<file path="src/rtl/sclk_pkg.sv">
package sclk_pkg;
  typedef struct packed {
    logic startXfer;
    logic loadDiv;
    logic run;
  } ctl_strobes_t;
endpackage

</file>
<file path="src/rtl/sclk_datapath.sv">
module sclk_datapath import sclk_pkg::*; #(
  parameter int DIV_W = 8,
  parameter int RESET_DIV = 4
) (
  input  logic             clk,
  input  logic             rstN,
  input  ctl_strobes_t     ctl,
  input  logic [DIV_W-1:0] divIn,
  input  logic             cpol,
  output logic             halfDone,
  output logic             divOk,
  output logic             sclk
);
  localparam logic [DIV_W-1:0] DIV_RST = DIV_W'(RESET_DIV);
  localparam logic [DIV_W-1:0] DIV_MIN = DIV_W'(2);
  localparam logic [DIV_W-1:0] ONE = DIV_W'(1);

  logic [DIV_W-1:0] divReg;
  logic [DIV_W-1:0] cnt;
  logic             level;
  logic             polHeld;

  // divider register, written only while idle
  always_ff @(posedge clk or negedge rstN) begin
    if (!rstN) divReg <= DIV_RST;
    else if (ctl.loadDiv) divReg <= divIn;
  end

  assign divOk    = divReg >= DIV_MIN;
  assign halfDone = ctl.run && (cnt == divReg);

  // modulus counter: counts 1..divReg, then reloads
  always_ff @(posedge clk or negedge rstN) begin
    if (!rstN) begin
      cnt     <= '0;
      level   <= 1'b0;
      polHeld <= 1'b0;
    end else if (ctl.startXfer) begin
      cnt     <= ONE;
      level   <= 1'b0;
      polHeld <= cpol;
    end else if (ctl.run) begin
      cnt <= halfDone ? ONE : cnt + ONE;
      if (halfDone) level <= ~level;
    end
  end

  assign sclk = ctl.run ? (polHeld ^ level) : cpol;
endmodule

</file>
<file path="src/rtl/sclk_control.sv">
module sclk_control import sclk_pkg::*; #(
  parameter int BITS = 8
) (
  input  logic         clk,
  input  logic         rstN,
  input  logic         runReq,
  input  logic         divLoad,
  input  logic         cpha,
  input  logic         halfDone,
  input  logic         divOk,
  output ctl_strobes_t ctl,
  output logic         busy,
  output logic         shiftStrobe,
  output logic         sampleStrobe
);
  localparam int EW = $clog2(2 * BITS);
  localparam logic [EW-1:0] EDGE_LAST = EW'(2 * BITS - 1);
  localparam logic [EW-1:0] EDGE_ONE = EW'(1);

  logic [EW-1:0] edgeCnt;
  logic          phaseSel;
  logic          start;
  logic          leading;
  logic          lastEdge;

  // a divider write in the same cycle holds off the start by one cycle
  assign start    = runReq && !busy && divOk && !divLoad;
  assign leading  = ~edgeCnt[0];
  assign lastEdge = edgeCnt == EDGE_LAST;

  assign ctl.startXfer = start;
  assign ctl.loadDiv   = divLoad && !busy;
  assign ctl.run       = busy;

  always_ff @(posedge clk or negedge rstN) begin
    if (!rstN) begin
      busy     <= 1'b0;
      edgeCnt  <= '0;
      phaseSel <= 1'b0;
    end else if (start) begin
      busy     <= 1'b1;
      edgeCnt  <= '0;
      phaseSel <= cpha;
    end else if (halfDone) begin
      edgeCnt <= edgeCnt + EDGE_ONE;
      if (lastEdge) busy <= 1'b0;
    end
  end

  assign sampleStrobe = halfDone && (phaseSel ? !leading : leading);
  assign shiftStrobe  = (start && !cpha) ||
                        (halfDone && (phaseSel ? leading : (!leading && !lastEdge)));
endmodule

</file>
<file path="src/rtl/spi_sclk_gen.sv">
module spi_sclk_gen import sclk_pkg::*; #(
  parameter int DIV_W = 8,
  parameter int BITS = 8,
  parameter int RESET_DIV = 4
) (
  input  logic             clk,
  input  logic             rstN,
  input  logic [DIV_W-1:0] divIn,
  input  logic             divLoad,
  input  logic             cpol,
  input  logic             cpha,
  input  logic             runReq,
  output logic             sclk,
  output logic             shiftStrobe,
  output logic             sampleStrobe,
  output logic             busy
);
  ctl_strobes_t ctl;
  logic         halfDone;
  logic         divOk;

  sclk_control #(.BITS(BITS)) i_ctl (
    .clk(clk), .rstN(rstN), .runReq(runReq), .divLoad(divLoad), .cpha(cpha),
    .halfDone(halfDone), .divOk(divOk), .ctl(ctl), .busy(busy),
    .shiftStrobe(shiftStrobe), .sampleStrobe(sampleStrobe)
  );

  sclk_datapath #(.DIV_W(DIV_W), .RESET_DIV(RESET_DIV)) i_dp (
    .clk(clk), .rstN(rstN), .ctl(ctl), .divIn(divIn), .cpol(cpol),
    .halfDone(halfDone), .divOk(divOk), .sclk(sclk)
  );
endmodule

</file>
<file path="config.mk">
export PLATFORM = sky130hd
export DESIGN_NAME = spi_sclk_gen
export DESIGN_NICKNAME = d
export VERILOG_FILES = /design/src/rtl/sclk_pkg.sv /design/src/rtl/sclk_datapath.sv /design/src/rtl/sclk_control.sv /design/src/rtl/spi_sclk_gen.sv
export SDC_FILE = /design/constraint.sdc
export NUM_CORES = 1
export LEC_CHECK = 0
export BUFFER_PORTS_ARGS = -buffer_cell sky130_fd_sc_hd__buf_2
export CAP_MARGIN = 20
export CORE_MARGIN = 3
export CORE_UTILIZATION = 63
export CTS_BUF_LIST = sky130_fd_sc_hd__clkbuf_8
export DETAILED_ROUTE_END_ITERATION = 10
export GPL_ROUTABILITY_DRIVEN = 0
export GPL_TIMING_DRIVEN = 0
export PLACE_DENSITY = 0.9
export SYNTH_ARGS = -nofsm -noshare
export SYNTH_HDL_FRONTEND = slang
export SYNTH_SLANG_ARGS = --single-unit
</file>
<file path="constraint.sdc">
create_clock -name clk -period 2.2 [get_ports clk]
set_input_delay 0.22 -clock clk [delete_from_list [all_inputs] [get_ports clk]]
set_output_delay 0.22 -clock clk [all_outputs]
set_load 0.03 [all_outputs]
</file>
==> flow_summary.ini, run 1 <==
[outcome]
status = finished clean

[cells_and_area]
syn2layout_area_growth_pct = 14.9
nets = 169
insertedDiodeCount = 0
utilization = 0.783
drive_above_1_share = 0.309
fin_cells = 179

[synth]
avgSynthCellArea_sq_um = 10.5
synth-edff-count = 0
yosysTopAreaCell = dfrtp_1
syn-num-nets = 146
yosys_warnings = 0
yosysMostFrequentCell = dfrtp_1
synth_ff_type = dfrtp_1
synth_cell_types = 41
ys_seq_area_frac = 0.441
ys_async_sr_fraction = 1.00
synth_top_area_frac = 0.422
netlist_area_sq_um = 1360
synth_seq_cells = 24
synth_common_cells = dfrtp_1 (23), mux2_2 (10), xnor2_1 (9)
synthTopCellsByArea = dfrtp_1 (42%), mux2_2 (8.3%), xnor2_1 (5.8%)
syn_inst = 130

[clock_network]
htreeDepth = 1
cts.clk_slew.worst_paths_ns = 0.08
cts_made_buffers = 3
clkSinkCount = 24
cts_max_path_buffers = 2
cts_tree = built
clk_latency_ns = 0.27
cts.root.buffer_cell = clkbuf_8

[route]
viasPerCell = 6.74
first_pass_iters = 4
drc = 0
vias = 1207
routed_wl_mm = 3.46
first_iter_violations = 33
routedWlPerCell_um = 19.3
postRouteAntennaNets = 0

[sta]
period_minus_slack_ns = 2.13
tightest_slew_ns = 0.623
timing.final.crit_share = 0.969
slew_headroom = 0.581
hold_viol_final = 0
drv_slew = 0
max_clock_freq_mhz = 469
clock_skew_ns = 0.00592
setup_viol = 0

[placed_design]
dp_hpwl_mm = 2.34
dp_cells = 174
portBuffers = 17

[critical_path]
crit_path_max_fanout = 7
worst_setup_path_start_kind = flip-flop
cp-end-kind = output pin
crit_type = flip-flop to output pin
crit_arrival_ns = 1.91
cp_data_required_time_ns = 1.98

[pwr]
power_frac_clock = 0.152
seq_power_share = 0.416
swShare = 0.406
p_comb_frac = 0.432
p_per_area_nw_per_um2 = 1250
ir_worst_vdd_uv = 1000
p_int_mw = 1.16
p_leak_nw = 0.677
p_switching_uw = 794

[global_routing]
grt_max_degree = 25
grt_remaining_overflow = 0
first_global_vias = 1239
grt_pass1_wl_mm = 5.64
grtUsageTotal = 0.282
antenna_found_initial = 0

[floorplan]
start_util = 0.681
pin_count = 18
core_sq_um = 2000
row_count = 16
dieArea_sq_um = 2760
die_h_um = 52.5
die_x_um = 52.5

[worst_hold_path]
hp-class = input pin to flip-flop

[run]
drv_cap = 0
[cell usage in the layout, fill, tap and decap left out, types with 2 or more instances in the layout]
master    Yosys  routed
a21oi_1       8       8
and3_1        2       2
and4_1        2       2
buf_2         3      20
buf_6         3       3
clkbuf_8      0       4
dfrtp_1      23      23
ha_1          2       2
inv_1         2       2
mux2_2       10      10
nand2_1       8       8
nand2b_1      3       3
nand3_1       8       7
nand4_1       3       3
nor2_1        3       3
nor2b_1       3       3
nor3_1        7       6
nor4_1        2       2
o211ai_1      4       4
o21ai_0       4       4
xnor2_1       9       8
[worst max-delay path, cell delays in order (launching register included)]
cell and delay [ns]:
dfrtp_1 0.39, buf_6 0.14, xnor2_1 0.18, and4_1 0.33
nand3_2 0.17, nor3_2 0.23, buf_2 0.22
[stage by stage]
stage | setup TNS, ns | hold slack (ns) | worst slack (ns) | area (sq um) | total power, mW
2_1_floorplan | 0 | -0.0756 | 0.0687 | 1360 | 1.38
5_1_grt | -0.0474 | 0.189 | -0.0474 | 1570 | 2.07
3_5_place_dp | 0 | 0.223 | 0.356 | 1480 | 1.59
4_1_cts | 0 | 0.182 | 0.0216 | 1550 | 1.91
6_report | 0 | 0.179 | 0.0675 | 1570 | 1.95
3_3_place_gp | 0 | 0.219 | 0.441 | 1480 | 1.51
[worst paths after layout]
| kind | startpoint | to | slack [ns] | depth (start not counted) |
|---|---|---|---|---|
| max | i_dp.cnt[5] | sampleStrobe | 0.07 | 6 |
| max reg2reg | i_dp.cnt[5] | i_ctl.edgeCnt[1] | 0.46 | 5 |
| max in group asynchronous | rstN | i_dp.divReg[2] | 1.38 | 2 |
| min reg2reg | i_ctl.phaseSel | i_ctl.phaseSel | 0.54 | 1 |
| min in group asynchronous | rstN | i_dp.cnt[4] | 0.45 | 2 |
| min | divIn[6] | i_dp.divReg[6] | 0.18 | 2 |
[state kept, by name, indices dropped and copies added, names as in the netlist]
signal	count
i_dp.cnt	8
i_ctl.busy	1
i_dp.polHeld	1
i_ctl.phaseSel	1
i_ctl.edgeCnt	4
i_dp.level	1
i_dp.divReg	8
[timing repair]
item / 4_1_cts / 5_1_grt
buffers inserted: 0 / 0
hold buffers: 1 / 0
endpoints found under the setup margin: 0 / 2
hold endpoints to repair: 23 / 0
resized for setup: 0 / 4
[power groups by stage]
stage	clock, mW	combinational [mW]	sequential, mW
after detailed placement	0	0.782	0.806
after global routing	0.311	0.923	0.837
after CTS	0.296	0.811	0.803
after floorplan	0	0.626	0.755
final	0.296	0.845	0.813
after global placement	0	0.724	0.787
[routing by layer]
metal,global-route usage,vias to the layer above,wire (um)
met5,0,-,0
met4,0.157,0,178
met3,0.0513,25,256
met2,0.498,79,1730
met1,0.315,570,1300
li1,-,533,-
[area by class of cell]
type                       count  area [sq um]
multi-input combinational     96           716
tap                           27          33.8
sequential                    24           602
clock buffer                   4          55.1
timing repair buffer          18          95.1
fill                         128           435
buffer                         8          57.6
inverter                       2          7.51
[cells by family after synthesis]
group | Yosys count | synth area share
DFF | 24 | 0.441
and+or+nand+nor | 43 | 0.177
AOI/OAI and AO/OA | 30 | 0.162
buffers and inverters | 10 | 0.0468
adders and majority gates | 2 | 0.0183
xor gates and xnor gates | 10 | 0.0642
muxes | 11 | 0.0899
No activity file was read; power rests on OpenSTA's default activity.
==> run 2, diff against run 1 <==
Clock period 2.2 ns to 2.7 ns, I/O delays scaled along.
==> run 2 against run 1 <==
Clock power down 18%. Count of clock-buffer cells in the layout did not move. Flip-flop and latch count did not move. Design area decreased by 1.2%. Via count grew 0.33%. Combinational power decreased by 20%. Wire length fell by 1.2%. Register-to-register slack better by 0.50 ns.
==> flow_summary.ini, run 2 (same netlist as run 1, synthesis figures left out) <==
[outcome]
status = finished clean

[pwr]
ir_worst_vdd_uv = 815
p_leak_nw = 0.668
p_per_area_nw_per_um2 = 1020
total_power_mw = 1.58

[critical_path]
crit_type = flip-flop to output pin
reg2reg_depth = 4
crit_arrival_ns = 2.04
worst_setup_path_start_kind = flip-flop
crit_path_max_fanout = 10
cp_data_required_time_ns = 2.43
cp-end-kind = output pin

[cells_and_area]
insertedDiodeCount = 0
fin_cells = 179
final_common_cell = dfrtp_1
utilization = 0.773
final_cell_mix = dfrtp_1 (23), buf_2 (20), mux2_2 (10), xnor2_1 (9)
drive_above_1_share = 0.283
largest_registers = i_dp.cnt: 8 flops, i_dp.divReg: 8 flops, i_ctl.edgeCnt: 4 flops
syn2layout_area_growth_pct = 13.5
nets = 169
final_cell_area_sq_um = 1550

[sta]
setup_viol = 0
hold_viol_final = 0
timing.final.crit_share = 0.856
period_minus_slack_ns = 2.31
hold_ws_ns = 0.229
setup-tns-final_ns = 0
rsz0062_at_grt = false
tightest_slew_ns = 0.609
drv_slew = 0
max_clock_freq_mhz = 433
slew_headroom = 0.591
clock_skew_ns = 0.00342
fin_ws_ns = 0.389

[placed_design]
dp_hpwl_mm = 2.34
portBuffers = 17
dp_slack_ns = 0.806
place_area_sq_um = 1480
dp_cells = 174

[global_routing]
grt_remaining_overflow = 0
first_global_vias = 1239
antenna_found_initial = 0
grt_pass1_wl_mm = 5.64
grtUsageTotal = 0.282
grt_max_degree = 25

[clock_network]
ctsResizeCount = 0
cts_made_buffers = 3
cts.root.buffer_cell = clkbuf_8
cts_setup_buffers = 0
htreeDepth = 1
cts_max_path_buffers = 2
cts.clk_slew.worst_paths_ns = 0.08
clkSinkCount = 24
clk_latency_ns = 0.27
cts_tree = built
cts_hold_buf = 1

[route]
routed_wl_mm = 3.42
postRouteAntennaNets = 0
vias = 1211
viasPerCell = 6.77
drc = 0
first_iter_violations = 85
first_pass_iters = 4
routedWlPerCell_um = 19.1

[run]
drv_cap = 0

[floorplan]
row_count = 16
dieArea_sq_um = 2760
die_h_um = 52.5
pin_count = 18
core_sq_um = 2000
start_util = 0.681
die_x_um = 52.5

[worst_hold_path]
hp-class = input pin to flip-flop
hold_depth = 2
## run 2: cell count changes in the layout (fill, tap and decap cells not counted)
| cell | change |
|---|---|
| buf_1 | +1 |
| nand3_2 | -1 |
| nand3_1 | +1 |
| xnor2_1 | +1 |
| clkbuf_2 | -1 |
| nor3_1 | +1 |
| xnor2_2 | -1 |
| nor3_2 | -1 |
## run 2: cell type report
class / instances / area (sq um)
inverters: 2 / 7.51
fillers: 131 / 454
well taps: 27 / 33.8
repair buffers: 18 / 95.1
multi-input cells: 96 / 698
clock buffers: 4 / 55.1
flip-flops and latches: 24 / 602
plain buffers: 8 / 56.3
## run 2: routing by layer
layer	wire (um)	vias up	GRT usage
met1	1320	570	0.315
li1	-	532	-
met4	136	0	0.157
met2	1710	87	0.498
met3	255	22	0.0513
met5	0	-	0
## run 2: final timing paths
| path | from | slack (ns) | to |
|---|---|---|---|
| min reg2reg | i_ctl.phaseSel | 0.54 | i_ctl.phaseSel |
| min in group asynchronous | rstN | 0.51 | i_dp.cnt[4] |
| max reg2reg | i_dp.cnt[6] | 0.96 | i_ctl.edgeCnt[1] |
| min | divIn[6] | 0.23 | i_dp.divReg[6] |
| max | i_ctl.busy | 0.39 | sampleStrobe |
| max in group asynchronous | rstN | 1.83 | i_dp.divReg[2] |
## run 2: worst max-delay path, cell delays in order (launching register included)
cell,delay (ns)
dfrtp_1,0.35
buf_2,0.21
buf_1,0.41
nand3_1,0.27
nor3_1,0.30
buf_2,0.24
## run 2: power breakdown
| part | total (mW) | switching [mW] | internal [mW] |
|---|---|---|---|
| clock | 0.242 | 0.112 | 0.130 |
| combinational | 0.676 | 0.363 | 0.314 |
| sequential | 0.659 | 0.164 | 0.494 |
| total | 1.58 | 0.638 | 0.938 |
==> run 3, diff against run 2 <==
Settings changed: RECOVER_POWER set to 100.
==> run 3 against run 2 <==
Sequential power shrank 0.6%. Die area is the same. Sequential share of layout area rose by 0.54 points. Global-route usage did not move. Utilization down 1.1 points. Setup slack lost 0.11 ns. Count of clock-buffer cells in the layout is the same. First-iteration DRC count is 14% lower. Wire length increased by 0.56%. Largest cell class unchanged. Total power decreased by 1.2%.
==> flow_summary.ini, run 3 (same netlist as run 1, synthesis figures left out) <==
[outcome]
status = finished clean

[placed_design]
dp_hpwl_mm = 2.34
portBuffers = 17
dp_cells = 174
dp_slack_ns = 0.806
place_area_sq_um = 1480

[sta]
slew_headroom = 0.156
clock_skew_ns = 0.00473
timing.final.crit_share = 0.895
max_clock_freq_mhz = 414
tightest_slew_ns = 1.27
rsz0062_at_grt = false
fin_ws_ns = 0.282
hold_viol_final = 0
setup_viol = 0
drv_slew = 0
period_minus_slack_ns = 2.42
setup-tns-final_ns = 0

[pwr]
p_leak_nw = 0.646
p_per_area_nw_per_um2 = 1020
ir_worst_vdd_uv = 817

[cells_and_area]
final_cell_area_sq_um = 1530
fin_cells = 179
drive_above_1_share = 0.230
final_common_cell = dfrtp_1
nets = 169
utilization = 0.763
largest_registers = i_dp.cnt: 8 flops, i_dp.divReg: 8 flops, i_ctl.edgeCnt: 4 flops
insertedDiodeCount = 0
syn2layout_area_growth_pct = 11.9
final_cell_mix = dfrtp_1 (23), buf_2 (14), mux2_2 (10), xnor2_1 (9)
num-fill-cells = 138

[critical_path]
reg2reg_depth = 5
crit_start = i_ctl.busy
cp-end-kind = output pin
crit_path_end = sampleStrobe
crit_type = flip-flop to output pin
crit_arrival_ns = 2.15
crit_path_max_fanout = 10
cp_data_required_time_ns = 2.43
r2r_start = i_dp.cnt[6]
worst_setup_path_start_kind = flip-flop
rrSetupSlack_ns = 0.81
reg2reg_to = i_ctl.edgeCnt[3]

[clock_network]
cts.clk_slew.worst_paths_ns = 0.08
clk_latency_ns = 0.27
cts_tree = built
ctsResizeCount = 0
cts_made_buffers = 3
cts_max_path_buffers = 2
htreeDepth = 1
cts.root.buffer_cell = clkbuf_8
clkSinkCount = 24

[floorplan]
die_x_um = 52.5
dieArea_sq_um = 2760
row_count = 16
die_h_um = 52.5
pin_count = 18
core_sq_um = 2000
start_util = 0.681

[global_routing]
use_met2 = 0.498
antenna_found_initial = 0
use_met1 = 0.315
grt.busiest_layer = met2
grt_pass1_wl_mm = 5.64
met3_usage = 0.0513
grt_max_degree = 25
grt_remaining_overflow = 0
first_global_vias = 1239
grtUsageTotal = 0.282

[route]
viasPerCell = 6.69
first_pass_iters = 4
routedWlPerCell_um = 19.2
postRouteAntennaNets = 0
routed_wl_mm = 3.44
first_iter_violations = 73
vias = 1197
drc = 0

[worst_hold_path]
hp-start = divIn[6]
hp-class = input pin to flip-flop

[run]
drv_cap = 0
-- run 3: cell count changes in the layout (fill, tap and decap cells not counted) --
cell and change:
nor4_1 +1, nor4_2 -1, o311ai_2 -1, o311ai_0 +2
buf_2 -6, o21ai_0 +1, o21ai_1 -1, buf_1 -1
clkbuf_1 +7, o311ai_1 -1
-- run 3: worst max-delay path: stages (launching register included) --
cell and delay (ns):
dfrtp_1 0.35, buf_2 0.21, clkbuf_1 0.40, nand3_1 0.27, nor3_1 0.31, clkbuf_1 0.34
-- run 3: timing repair --
action / CTS / global route
hold buffers: 1 / 0
setup endpoints to repair: 0 / 0
endpoints found under the hold margin: 23 / 0
buffers inserted: 0 / 0
-- run 3: through the flow --
stage	hold WS [ns]	total power, mW
global placement	0.269	1.23
CTS	0.232	1.56
detailed placement	0.273	1.29
floorplan	-0.0256	1.13
global route	0.239	1.65
finish	0.230	1.56
-- run 3: routing by layer --
layer | vias to the layer above | share of wire
met2 | 79 | 0.51
met5 | - | 0
met4 | 0 | 0.038
met3 | 21 | 0.084
li1 | 531 | -
met1 | 566 | 0.37
-- run 3: worst min path at each step --
| stage | slack, ns | end | depth (start not counted) |
|---|---|---|---|
| after global placement | 0.27 | i_dp.cnt[3] | 1 |
| after floorplan | -0.03 | i_ctl.busy | 0 |
| final | 0.23 | i_dp.divReg[6] | 2 |
| after global routing | 0.24 | i_dp.divReg[2] | 2 |
| after CTS | 0.23 | i_dp.divReg[6] | 2 |
| after detailed placement | 0.27 | i_dp.cnt[6] | 1 |
-- run 3: area by class of cell --
| type | count | area [sq um] | area share |
|---|---|---|---|
| clock buffer | 4 | 55.1 | 0.0361 |
| timing repair buffer | 18 | 90.1 | 0.0590 |
| buffer | 8 | 53.8 | 0.0352 |
| sequential | 24 | 602 | 0.394 |
| inverter | 2 | 7.51 | 0.00492 |
| tap | 27 | 33.8 | 0.0221 |
| multi-input combinational | 96 | 684 | 0.448 |
-- run 3: power by group --
group	total, mW	internal (mW)	leakage, nW	switching (mW)
combinational	0.663	0.304	0.331	0.359
sequential	0.655	0.494	0.287	0.161
clock	0.240	0.130	0.0288	0.110
total	1.56	0.928	0.646	0.629
